**src/rtl/ata_pkg.sv**
```systemverilog
package ata_pkg;
  localparam logic [2:0] OFS_DATA = 3'd0;
  localparam logic [2:0] OFS_CNT  = 3'd2;
  localparam logic [2:0] OFS_LBA0 = 3'd3;
  localparam logic [2:0] OFS_LBA1 = 3'd4;
  localparam logic [2:0] OFS_LBA2 = 3'd5;
  localparam logic [2:0] OFS_DEV  = 3'd6;
  localparam logic [2:0] OFS_STCMD = 3'd7;

  localparam int DEV1_BIT = 4;

  localparam logic [7:0] OP_DMA_IN  = 8'hC8;
  localparam logic [7:0] OP_DMA_OUT = 8'hCA;
  localparam logic [7:0] OP_FLUSH   = 8'hE7;
  localparam logic [7:0] OP_IDENT   = 8'hEC;

  typedef enum logic [1:0] {
    ST_IDLE, ST_PIO, ST_FLUSH, ST_DMA
  } seq_st_e;

  function automatic logic [7:0] pack_status(logic bsy, logic drq, logic err);
    return {bsy, 1'b1, 1'b0, 1'b0, drq, 2'b00, err};
  endfunction
endpackage

```
**src/rtl/ata_tf_regs.sv**
```systemverilog
module ata_tf_regs
  import ata_pkg::*;
(
  input  logic        clk_i,
  input  logic        rst_ni,
  input  logic        wr_i,
  input  logic [2:0]  addr_i,
  input  logic [7:0]  wdata_i,
  input  logic        lock_i,
  output logic [7:0]  cnt_o,
  output logic [23:0] lba_o,
  output logic [7:0]  dev_o
);
  logic [7:0] lba0_q, lba1_q, lba2_q;
  logic       wr_ok;

  assign wr_ok = wr_i && !lock_i;

  always_ff @(posedge clk_i or negedge rst_ni) begin
    if (!rst_ni) begin
      cnt_o  <= '0;
      lba0_q <= '0;
      lba1_q <= '0;
      lba2_q <= '0;
      dev_o  <= '0;
    end else if (wr_ok) begin
      unique case (addr_i)
        OFS_CNT:  cnt_o  <= wdata_i;
        OFS_LBA0: lba0_q <= wdata_i;
        OFS_LBA1: lba1_q <= wdata_i;
        OFS_LBA2: lba2_q <= wdata_i;
        OFS_DEV:  dev_o  <= wdata_i;
        default: ;
      endcase
    end
  end

  assign lba_o = {lba2_q, lba1_q, lba0_q};

  // registers hold while locked
  assert_lock_hold_R9: assert property (@(posedge clk_i) disable iff (!rst_ni)
    lock_i |=> $stable(lba_o) && $stable(cnt_o) && $stable(dev_o));
endmodule

```
**src/rtl/ata_id_gen.sv**
```systemverilog
module ata_id_gen #(
  parameter int          ID_WORDS   = 256,
  parameter int          SER_CHARS  = 20,
  parameter int          FW_CHARS   = 8,
  parameter logic [8*SER_CHARS-1:0] SERIAL_STR = "DEFAULTSN0001       ",
  parameter logic [8*FW_CHARS-1:0]  FW_STR     = "fw1.0   ",
  localparam int         IDX_W = $clog2(ID_WORDS)
) (
  input  logic [IDX_W-1:0] idx_i,
  output logic [15:0]      word_o
);
  localparam int SER_BASE  = 10;
  localparam int SER_WORDS = SER_CHARS / 2;
  localparam int FW_BASE   = 23;
  localparam int FW_WORDS  = FW_CHARS / 2;
  localparam int CAP_WORD  = 85;
  localparam int SER_BITS  = 8 * SER_CHARS;
  localparam int FW_BITS   = 8 * FW_CHARS;

  logic [15:0] rom [ID_WORDS];

  // Packed strings hold the first character in the top byte, so each
  // 16-bit slice already has the earlier character high.
  for (genvar g = 0; g < ID_WORDS; g++) begin : g_word
    if (g >= SER_BASE && g < SER_BASE + SER_WORDS) begin : g_ser
      assign rom[g] = SERIAL_STR[SER_BITS-1-16*(g-SER_BASE) -: 16];
    end else if (g >= FW_BASE && g < FW_BASE + FW_WORDS) begin : g_fw
      assign rom[g] = FW_STR[FW_BITS-1-16*(g-FW_BASE) -: 16];
    end else if (g == CAP_WORD) begin : g_cap
      assign rom[g] = 16'h0020;
    end else begin : g_zero
      assign rom[g] = '0;
    end
  end

  assign word_o = rom[idx_i];
endmodule

```
**src/rtl/ata_cmd_seq.sv**
```systemverilog
module ata_cmd_seq
  import ata_pkg::*;
#(
  parameter int ID_WORDS = 256,
  localparam int IDX_W = $clog2(ID_WORDS)
) (
  input  logic             clk_i,
  input  logic             rst_ni,
  input  logic             cmd_wr_i,
  input  logic [7:0]       cmd_i,
  input  logic             dev1_i,
  input  logic             status_rd_i,
  input  logic             data_rd_i,
  input  logic             flush_done_i,
  input  logic             dma_done_i,
  output logic             bsy_o,
  output logic             drq_o,
  output logic             err_o,
  output logic             irq_o,
  output logic [IDX_W-1:0] idx_o,
  output logic             flush_req_o,
  output logic             dma_req_o,
  output logic             dma_to_media_o
);
  localparam logic [IDX_W-1:0] LAST_IDX = IDX_W'(ID_WORDS - 1);

  seq_st_e          st_q, st_d;
  logic [IDX_W-1:0] idx_q, idx_d;
  logic             err_q, err_d, irq_q, irq_d, dir_q, dir_d;
  logic             set_irq, cmd_go;

  assign bsy_o = (st_q == ST_FLUSH) || (st_q == ST_DMA);
  assign drq_o = (st_q == ST_PIO);
  assign cmd_go = cmd_wr_i && !bsy_o && !dev1_i;

  always_comb begin
    st_d    = st_q;
    idx_d   = idx_q;
    err_d   = err_q;
    dir_d   = dir_q;
    set_irq = 1'b0;
    unique case (st_q)
      ST_PIO: if (data_rd_i) begin
        idx_d = idx_q + 1'b1;
        if (idx_q == LAST_IDX) st_d = ST_IDLE;
      end
      ST_FLUSH: if (flush_done_i) begin
        st_d    = ST_IDLE;
        set_irq = 1'b1;
      end
      ST_DMA: if (dma_done_i) begin
        st_d    = ST_IDLE;
        set_irq = 1'b1;
      end
      default: ;
    endcase
    if (cmd_go) begin
      err_d = 1'b0;
      unique case (cmd_i)
        OP_IDENT: begin
          st_d    = ST_PIO;
          idx_d   = '0;
          set_irq = 1'b1;
        end
        OP_FLUSH:  st_d = ST_FLUSH;
        OP_DMA_IN, OP_DMA_OUT: begin
          st_d  = ST_DMA;
          dir_d = (cmd_i == OP_DMA_OUT);
        end
        default: begin
          st_d    = ST_IDLE;
          err_d   = 1'b1;
          set_irq = 1'b1;
        end
      endcase
    end
    irq_d = set_irq ? 1'b1 : (status_rd_i ? 1'b0 : irq_q);
  end

  always_ff @(posedge clk_i or negedge rst_ni) begin
    if (!rst_ni) begin
      st_q  <= ST_IDLE;
      idx_q <= '0;
      err_q <= 1'b0;
      irq_q <= 1'b0;
      dir_q <= 1'b0;
    end else begin
      st_q  <= st_d;
      idx_q <= idx_d;
      err_q <= err_d;
      irq_q <= irq_d;
      dir_q <= dir_d;
    end
  end

  assign err_o          = err_q;
  assign irq_o          = irq_q;
  assign idx_o          = idx_q;
  assign flush_req_o    = (st_q == ST_FLUSH);
  assign dma_req_o      = (st_q == ST_DMA);
  assign dma_to_media_o = dir_q;

  assert_irq_clear_R7: assert property (@(posedge clk_i) disable iff (!rst_ni)
    (status_rd_i && !cmd_wr_i && !flush_done_i && !dma_done_i) |=> !irq_o);
  assert_flush_done_R5: assert property (@(posedge clk_i) disable iff (!rst_ni)
    (flush_req_o && flush_done_i) |=> (!bsy_o && irq_o && !err_o));
  assert_pio_last_R3: assert property (@(posedge clk_i) disable iff (!rst_ni)
    (drq_o && data_rd_i && idx_o == LAST_IDX && !cmd_wr_i) |=> (!drq_o && !bsy_o));
  assert_pio_step_R3: assert property (@(posedge clk_i) disable iff (!rst_ni)
    (drq_o && data_rd_i && idx_o != LAST_IDX && !cmd_wr_i) |=> (drq_o && idx_o == $past(idx_o) + 1'b1));
  assert_dev1_ignore_R10: assert property (@(posedge clk_i) disable iff (!rst_ni)
    (cmd_wr_i && dev1_i && !bsy_o && !drq_o) |=> ($stable(bsy_o) && $stable(drq_o) && $stable(err_o)));
  assert_busy_ignore_R9: assert property (@(posedge clk_i) disable iff (!rst_ni)
    (bsy_o && cmd_wr_i && !flush_done_i && !dma_done_i) |=> (bsy_o && $stable(err_o)));
endmodule

```
**src/rtl/ata_taskfile.sv**
```systemverilog
module ata_taskfile
  import ata_pkg::*;
#(
  parameter int ID_WORDS  = 256,
  parameter int SER_CHARS = 20,
  parameter int FW_CHARS  = 8,
  parameter logic [8*SER_CHARS-1:0] SERIAL_STR = "DEFAULTSN0001       ",
  parameter logic [8*FW_CHARS-1:0]  FW_STR     = "fw1.0   ",
  localparam int IDX_W = $clog2(ID_WORDS)
) (
  input  logic        clk_i,
  input  logic        rst_ni,
  input  logic [2:0]  io_addr_i,
  input  logic        io_wr_i,
  input  logic        io_rd_i,
  input  logic [7:0]  io_wdata_i,
  output logic [15:0] io_rdata_o,
  output logic        irq_o,
  output logic        flush_req_o,
  input  logic        flush_done_i,
  output logic        dma_req_o,
  output logic        dma_to_media_o,
  output logic [23:0] dma_lba_o,
  output logic [8:0]  dma_sectors_o,
  input  logic        dma_done_i
);
  logic [7:0]       cnt, dev;
  logic [23:0]      lba;
  logic             bsy, drq, err;
  logic [IDX_W-1:0] idx;
  logic [15:0]      id_word;
  logic             cmd_wr, status_rd, data_rd;

  assign cmd_wr    = io_wr_i && (io_addr_i == OFS_STCMD);
  assign status_rd = io_rd_i && (io_addr_i == OFS_STCMD);
  assign data_rd   = io_rd_i && (io_addr_i == OFS_DATA);

  ata_tf_regs i_regs (
    .clk_i, .rst_ni,
    .wr_i(io_wr_i), .addr_i(io_addr_i), .wdata_i(io_wdata_i),
    .lock_i(bsy),
    .cnt_o(cnt), .lba_o(lba), .dev_o(dev)
  );

  ata_id_gen #(
    .ID_WORDS(ID_WORDS), .SER_CHARS(SER_CHARS), .FW_CHARS(FW_CHARS),
    .SERIAL_STR(SERIAL_STR), .FW_STR(FW_STR)
  ) i_id (
    .idx_i(idx), .word_o(id_word)
  );

  ata_cmd_seq #(.ID_WORDS(ID_WORDS)) i_seq (
    .clk_i, .rst_ni,
    .cmd_wr_i(cmd_wr), .cmd_i(io_wdata_i), .dev1_i(dev[DEV1_BIT]),
    .status_rd_i(status_rd), .data_rd_i(data_rd),
    .flush_done_i, .dma_done_i,
    .bsy_o(bsy), .drq_o(drq), .err_o(err), .irq_o,
    .idx_o(idx), .flush_req_o, .dma_req_o, .dma_to_media_o
  );

  always_comb begin
    unique case (io_addr_i)
      OFS_DATA:  io_rdata_o = drq ? id_word : 16'h0000;
      OFS_CNT:   io_rdata_o = {8'h00, cnt};
      OFS_LBA0:  io_rdata_o = {8'h00, lba[7:0]};
      OFS_LBA1:  io_rdata_o = {8'h00, lba[15:8]};
      OFS_LBA2:  io_rdata_o = {8'h00, lba[23:16]};
      OFS_DEV:   io_rdata_o = {8'h00, dev};
      OFS_STCMD: io_rdata_o = {8'h00, pack_status(bsy, drq, err)};
      default:   io_rdata_o = 16'h0000;
    endcase
  end

  assign dma_lba_o     = lba;
  assign dma_sectors_o = (cnt == 8'd0) ? 9'd256 : {1'b0, cnt};

  assert_dma_stable_R6: assert property (@(posedge clk_i) disable iff (!rst_ni)
    (dma_req_o && !dma_done_i) |=> (dma_req_o && $stable(dma_lba_o) &&
                                    $stable(dma_sectors_o) && $stable(dma_to_media_o)));
  assert_req_excl_R5: assert property (@(posedge clk_i) disable iff (!rst_ni)
    !(dma_req_o && flush_req_o));
endmodule

```
**config.mk**
```make
export PLATFORM = sky130hd
export DESIGN_NAME = ata_taskfile
export DESIGN_NICKNAME = d
export VERILOG_FILES = /design/src/rtl/ata_pkg.sv /design/src/rtl/ata_tf_regs.sv /design/src/rtl/ata_id_gen.sv /design/src/rtl/ata_cmd_seq.sv /design/src/rtl/ata_taskfile.sv
export SDC_FILE = /design/constraint.sdc
export NUM_CORES = 1
export LEC_CHECK = 0
export BUFFER_PORTS_ARGS = -buffer_cell sky130_fd_sc_hd__buf_4
export CAP_MARGIN = 10
export CORE_MARGIN = 2
export CORE_UTILIZATION = 55
export CTS_CLUSTER_DIAMETER = 200
export DETAILED_ROUTE_END_ITERATION = 10
export GPL_TIMING_DRIVEN = 0
export HOLD_SLACK_MARGIN = 0.05
export PLACE_DENSITY = 0.81
export SYNTH_ARGS = -nofsm -noshare
export SYNTH_HDL_FRONTEND = slang
export SYNTH_SLANG_ARGS = --single-unit
```
**constraint.sdc**
```tcl
create_clock -name clk_i -period 2.9 [get_ports clk_i]
set_input_delay 0.725 -clock clk_i [delete_from_list [all_inputs] [get_ports clk_i]]
set_output_delay 0.725 -clock clk_i [all_outputs]
set_load 0.02 [all_outputs]
```
### Yosys cells after proc, flatten, opt, wreduce, memory -nomap -nowiden

Memories as Yosys holds them, arrays and structs flattened.
Cells that the tools add are included.

| cells by class | value |
|---|---|
| add/subtract/negate cells | 1 |
| $lt $le $gt $ge | 1 |
| equal/unequal tests | 18 |
| mux-type cells | 24 |
| bitwise gates (word level) | 1 |
| reductions and logical operators | 23 |

Operator list:

| operator | count |
|---|---|
| case mux 16 bit (7 select lines) | 1 |
| two-way mux 16 bit | 3 |
| equality test 8 bit (second input constant) | 5 |
| two-way mux 8 bit | 4 |
| equality test 3 bit (second input constant) | 4 |
| inequality test 3 x 1 -> 1 bit (second input constant) | 4 |
| case mux 2 bit (3 select lines) | 2 |
| AND reduction 2 bit | 6 |
| two-way mux 2 bit | 5 |
| >= comparator 9 bit (second input constant) | 1 |
| two-way mux 9 bit | 1 |
| NOT 8 -> 9 bit | 1 |
| adder 8 x 1 -> 8 bit (second input constant) | 1 |
| logical NOT 8 bit | 1 |
| two-way mux 1 bit | 7 |
| equality test 3 x 2 -> 1 bit (second input constant) | 2 |
| logical AND 1 bit | 6 |
| AND reduction 5 bit | 1 |
| equality test 2 bit (second input constant) | 2 |
| nonzero test 4 bit | 1 |
| OR reduction 4 bit | 1 |
| logical NOT 3 bit | 1 |
| OR reduction 3 bit | 1 |
| equality test 2 x 1 -> 1 bit (second input constant) | 1 |
| other kinds (5) | 6 |

| word-level totals | value |
|---|---|
| register bits | 53 |
| ROM bits | 4096 |
| input port bits | 17 |
| output and inout port bits | 53 |
| logic and storage cells | 79 |
| memories | 1 |

Memories:

| memory | depth | bits a word | read ports | clocked after memory_dff | write ports | line | source |
|---|---|---|---|---|---|---|---|
| (no name shown) | 256 | 16 | 1 | 0 | 0 | ata_id_gen.sv:36 | `assign word_o = rom[idx_i];` |

### Logic depth before layout (Yosys ltp)

| logic depth | value |
|---|---|
| depth after elaboration | 7 |
| depth in mapped cells | 7 |
| mapped depth without buffers | 7 |

### Cells and area by module

From an unflattened synthesis, not the netlist that was laid out.

| unflattened totals | value |
|---|---|
| cells, all modules | 318 |
| area, all modules | 3408.3 µm² |

By module, submodules not included:

| module | instances | cells an instance | area each (µm²) | seq. area each (µm²) |
|---|---|---|---|---|
| ata_tf_regs | 1 | 89 | 1570.3 | 1001.0 |
| ata_cmd_seq | 1 | 76 | 737.0 | 325.3 |
| ata_taskfile | 1 | 84 | 665.6 | 0.0 |
| ata_id_gen | 1 | 69 | 435.4 | 0.0 |

### Worst setup path before layout

OpenSTA, ideal clock, no wires.

| timing path | value |
|---|---|
| path type | input -> output |
| from | input io_addr_i[1] |
| to | output io_rdata_o[14] |
| data arrival time | 2142 ps |
| data required time | 2175 ps |
| path slack | 33 ps |
| cell stages on the path | 6 |
| path buffers | 2 |
| path through | buf_2 > nor3_1 > and3_1 > nand2_1 > nor2_1 > buf_4 |

| on the way | value |
|---|---|
| longest elaborated chain between the ends | 2 |
| elaborated cells on any way between the ends | 8 |
| classes of those cells | 6 x eq/ne; 1 x mux; 1 x reduce/logical |

RTL lines:

| item | line | source |
|---|---|---|
| start: declaration | ata_taskfile.sv:13 | `input logic [2:0] io_addr_i,` |
| equality test 3 bit (tied with other cells) | ata_taskfile.sv:62 | `unique case (io_addr_i)` |
| case mux 16 bit (7 select lines) * | ata_taskfile.sv:62 |  |
| end: declaration | ata_taskfile.sv:17 | `output logic [15:0] io_rdata_o,` |

Mark *: on every way between the ends. The rest lies on a longest branch, timed or not.

### Worst setup path in the final report

| timing path | value |
|---|---|
| from | input io_addr_i[0] |
| to | output io_rdata_o[3] |

The elaborated chain is that of the path after synthesis.

==> impl_metrics.tcl <==
set metrics [dict create \
    outcome "finished, final reports clean" \
    grt_max_degree 54 \
    final_max_slew_viol_count 0 \
    yosys_warnings 0 \
    placed_cells 455 \
    synth_area_leaders "dfrtp_1, mux2_2, ha_1" \
    r2r_cells 4 \
    grt_pass1_wl_um 13500 \
    start_util_pct 57.6 \
    p_sw_mw 0.723 \
    std_cell_rows 27 \
    gp_congestion 0.955 \
    cp-startpoint "io_addr_i[0]" \
    seqPwrFrac_pct 44.4 \
    syn-cell-area_mm2 0.00319 \
    insertion_delay_ps 310 \
    power_leakage_nw 1.80 \
    synthFlopType "dfrtp_1" \
    relSlewSlack_pct 42.7 \
    fin_area_mm2 0.00396 \
    routedWlPerCell_um 18.2 \
    post-route-util_pct 71.5 \
    drc 0 \
    startpoint_type "input port" \
    crit_path_end_kind "primary output" \
    synthArstFlopShare_pct 100 \
    fin_hold_ws_ps 417 \
    maxCapViolCount 0 \
    routed_via_density 5.88 \
    port_buffers 67 \
    grt_pass1_vias 2691 \
    post-route-min-period_ps 2830 \
    pin_count 70 \
    clk_path_buf_depth 2 \
    critPathArrivalTime_ps 2110 \
    hold_path.class "input port to asynchronous set/reset pin" \
    first_iter_violations 140 \
    cts_tree "built" \
    swShare_pct 32.6 \
    critPathMaxFanout 19 \
    syn_to_final_growth_pct 24.1 \
    cts_buffers 5 \
    coreArea_mm2 0.00554 \
    drtPass1Iterations 4 \
    final_cells 465 \
    r2r_start "i_seq.st_q[1]$_DFFE_PN0P_" \
    dp_hpwl_um 6110 \
    synth_top_area_cell "dfrtp_1" \
    ys_ff_latch 53 \
    n_antenna_cell 0 \
    r2r_slack_ps 930 \
    dpl_cell_area_mm2 0.00378 \
    power_density_mw_per_mm2 560 \
    regArea_mm2 0.00133 \
    die_h_um 80.2 \
    synth_top_area_share_pct 41.6 \
    grt_usage_pct 27.6 \
    rsz0062_at_grt "true" \
    path_class "input port to primary output" \
    multi_input_area_mm2 0.00175 \
    clkPwrFrac_pct 24.0 \
    route.vias.total 2732 \
    peakVddDrop_v 0.000400 \
    seq_area_frac_synth_pct 41.6 \
    clock-root-buffer "clkbuf_8" \
    drtAntennaViolNets 0 \
    cts.sinks 53 \
    fin_crit_sh_pct 97.6 \
    synthMostInstantiatedCell "dfrtp_1" \
    antenna_found_initial 0 \
    cts.htree.levels 2 \
    finalNetCount 420 \
    internal_power_mw 1.49 \
    power_frac_comb_pct 31.7 \
    tightest_slew_ps 855 \
    fillerInstances 463 \
    total_power_mw 2.22 \
    finalSetupViolations 0 \
    syn_inst 316 \
    synth_cell_type_count 49 \
    skew_ps 7.98 \
    die_w_um 80.2 \
    rr_endpoint "i_regs.lba2_q[3]$_DFFE_PN0P_" \
    die_area_mm2 0.00643 \
    clk_pin_slew_ps 100 \
    hold_viol 0 \
    drive_gt1_share_pct 37.9 \
    syn_avg_cell_area_um2 10.1 \
    synth_nets 344 \
    fmax_ghz 0.353 \
    synth_top_cells_by_count "dfrtp_1, mux2_2, nor2_1, nand2_1" \
    grt_overflow 0 \
    synth_edf_count 0 \
    drt_wl_total_um 8450 \
    worstPathRequired_ps 2170 \
]
==> registers in the layout, summed over array words and instances, names as in the netlist <==
signal	flops
i_regs.lba1_q	8
i_seq.irq_o	1
i_seq.idx_o	8
i_seq.st_q	2
i_seq.dma_to_media_o	1
i_regs.lba0_q	8
i_regs.cnt_o	8
i_regs.dev_o	8
i_regs.lba2_q	8
i_seq.err_o	1
==> metrics by stage <==
| stage | TNS [ps] | setup slack (ps) |
|---|---|---|
| floorplan | 0 | 32.6 |
| CTS | 0 | 7.69 |
| global placement | -1690 | -256 |
| detailed placement | -1500 | -225 |
| finish | 0 | 69.1 |
| global route | -53.0 | -51.6 |
==> cells in the final DEF, fill, tap and decap left out, drive strengths merged, types with 4 or more instances in the layout <==
cell type  instances
nor3               6
nor2              29
dfrtp             53
a21oi             11
ha                11
mux2              46
nand2b             4
inv                7
o21ai             16
nand2             18
nand3              9
buf               78
nand3b             6
nor2b              8
or4                4
nand4              4
and2               4
xnor2              4
and3               5
o221ai             4
mux2i             13
clkbuf            23
==> power groups by stage <==
stage	clock network (mW)	logic [mW]	registers [mW]
floorplan	0	0.309	1.07
global placement	0	0.685	0.991
detailed placement	0	0.697	0.997
CTS	0.540	0.703	0.983
global route	0.561	0.750	1.00
finish	0.532	0.702	0.984
==> critical path, cell delays in order <==
cell     delay, ps
buf_2          220
buf_6          260
mux2i_1        200
o21ai_0        140
a221o_1        400
buf_4          160
==> cell families (layout without fill, tap and decap cells) <==
family	after synthesis	count (layout)	share of synthesized area (%)
other	1	1	0.118
AOI/OAI and AO/OA	46	46	9.18
xor gates and xnor gates	5	5	1.37
and+or+nand+nor	109	109	18.8
muxes	59	59	20.4
adders and majority gates	11	11	4.31
DFF	53	53	41.6
buffers and inverters	32	109	4.20
==> routing by layer <==
| metal | part of all wire, % | GRT usage (%) |
|---|---|---|
| met5 | 0 | 0 |
| met4 | 2.7 | 12.2 |
| met3 | 6.8 | 4.49 |
| met2 | 47 | 43.4 |
| met1 | 44 | 37.7 |
==> area by class of cell <==
| class | instances | area share (%) |
|---|---|---|
| Multi-Input combinational cell | 231 | 44.3 |
| Sequential cell | 53 | 33.6 |
| Timing Repair Buffer | 70 | 13.3 |
| Buffer | 24 | 2.94 |
| Tap cell | 72 | 2.28 |
| Clock buffer | 7 | 2.18 |
| Clock inverter | 1 | 0.759 |
| Inverter | 7 | 0.664 |
==> worst max path at each step <==
| stage | to | cells past startpoint |
|---|---|---|
| 2_1_floorplan | io_rdata_o[14] | 6 |
| 3_3_place_gp | io_rdata_o[14] | 8 |
| 3_5_place_dp | io_rdata_o[1] | 7 |
| 4_1_cts | io_rdata_o[5] | 7 |
| 5_1_grt | io_rdata_o[5] | 7 |
| 6_report | io_rdata_o[3] | 6 |
==> what timing repair did <==
action,CTS,global route
pin swaps,0,2
gates resized for setup,12,8
buffers inserted,0,3
endpoints found under the setup margin,10,10
hold buffers,0,0
(Power assumes the default switching activity.)
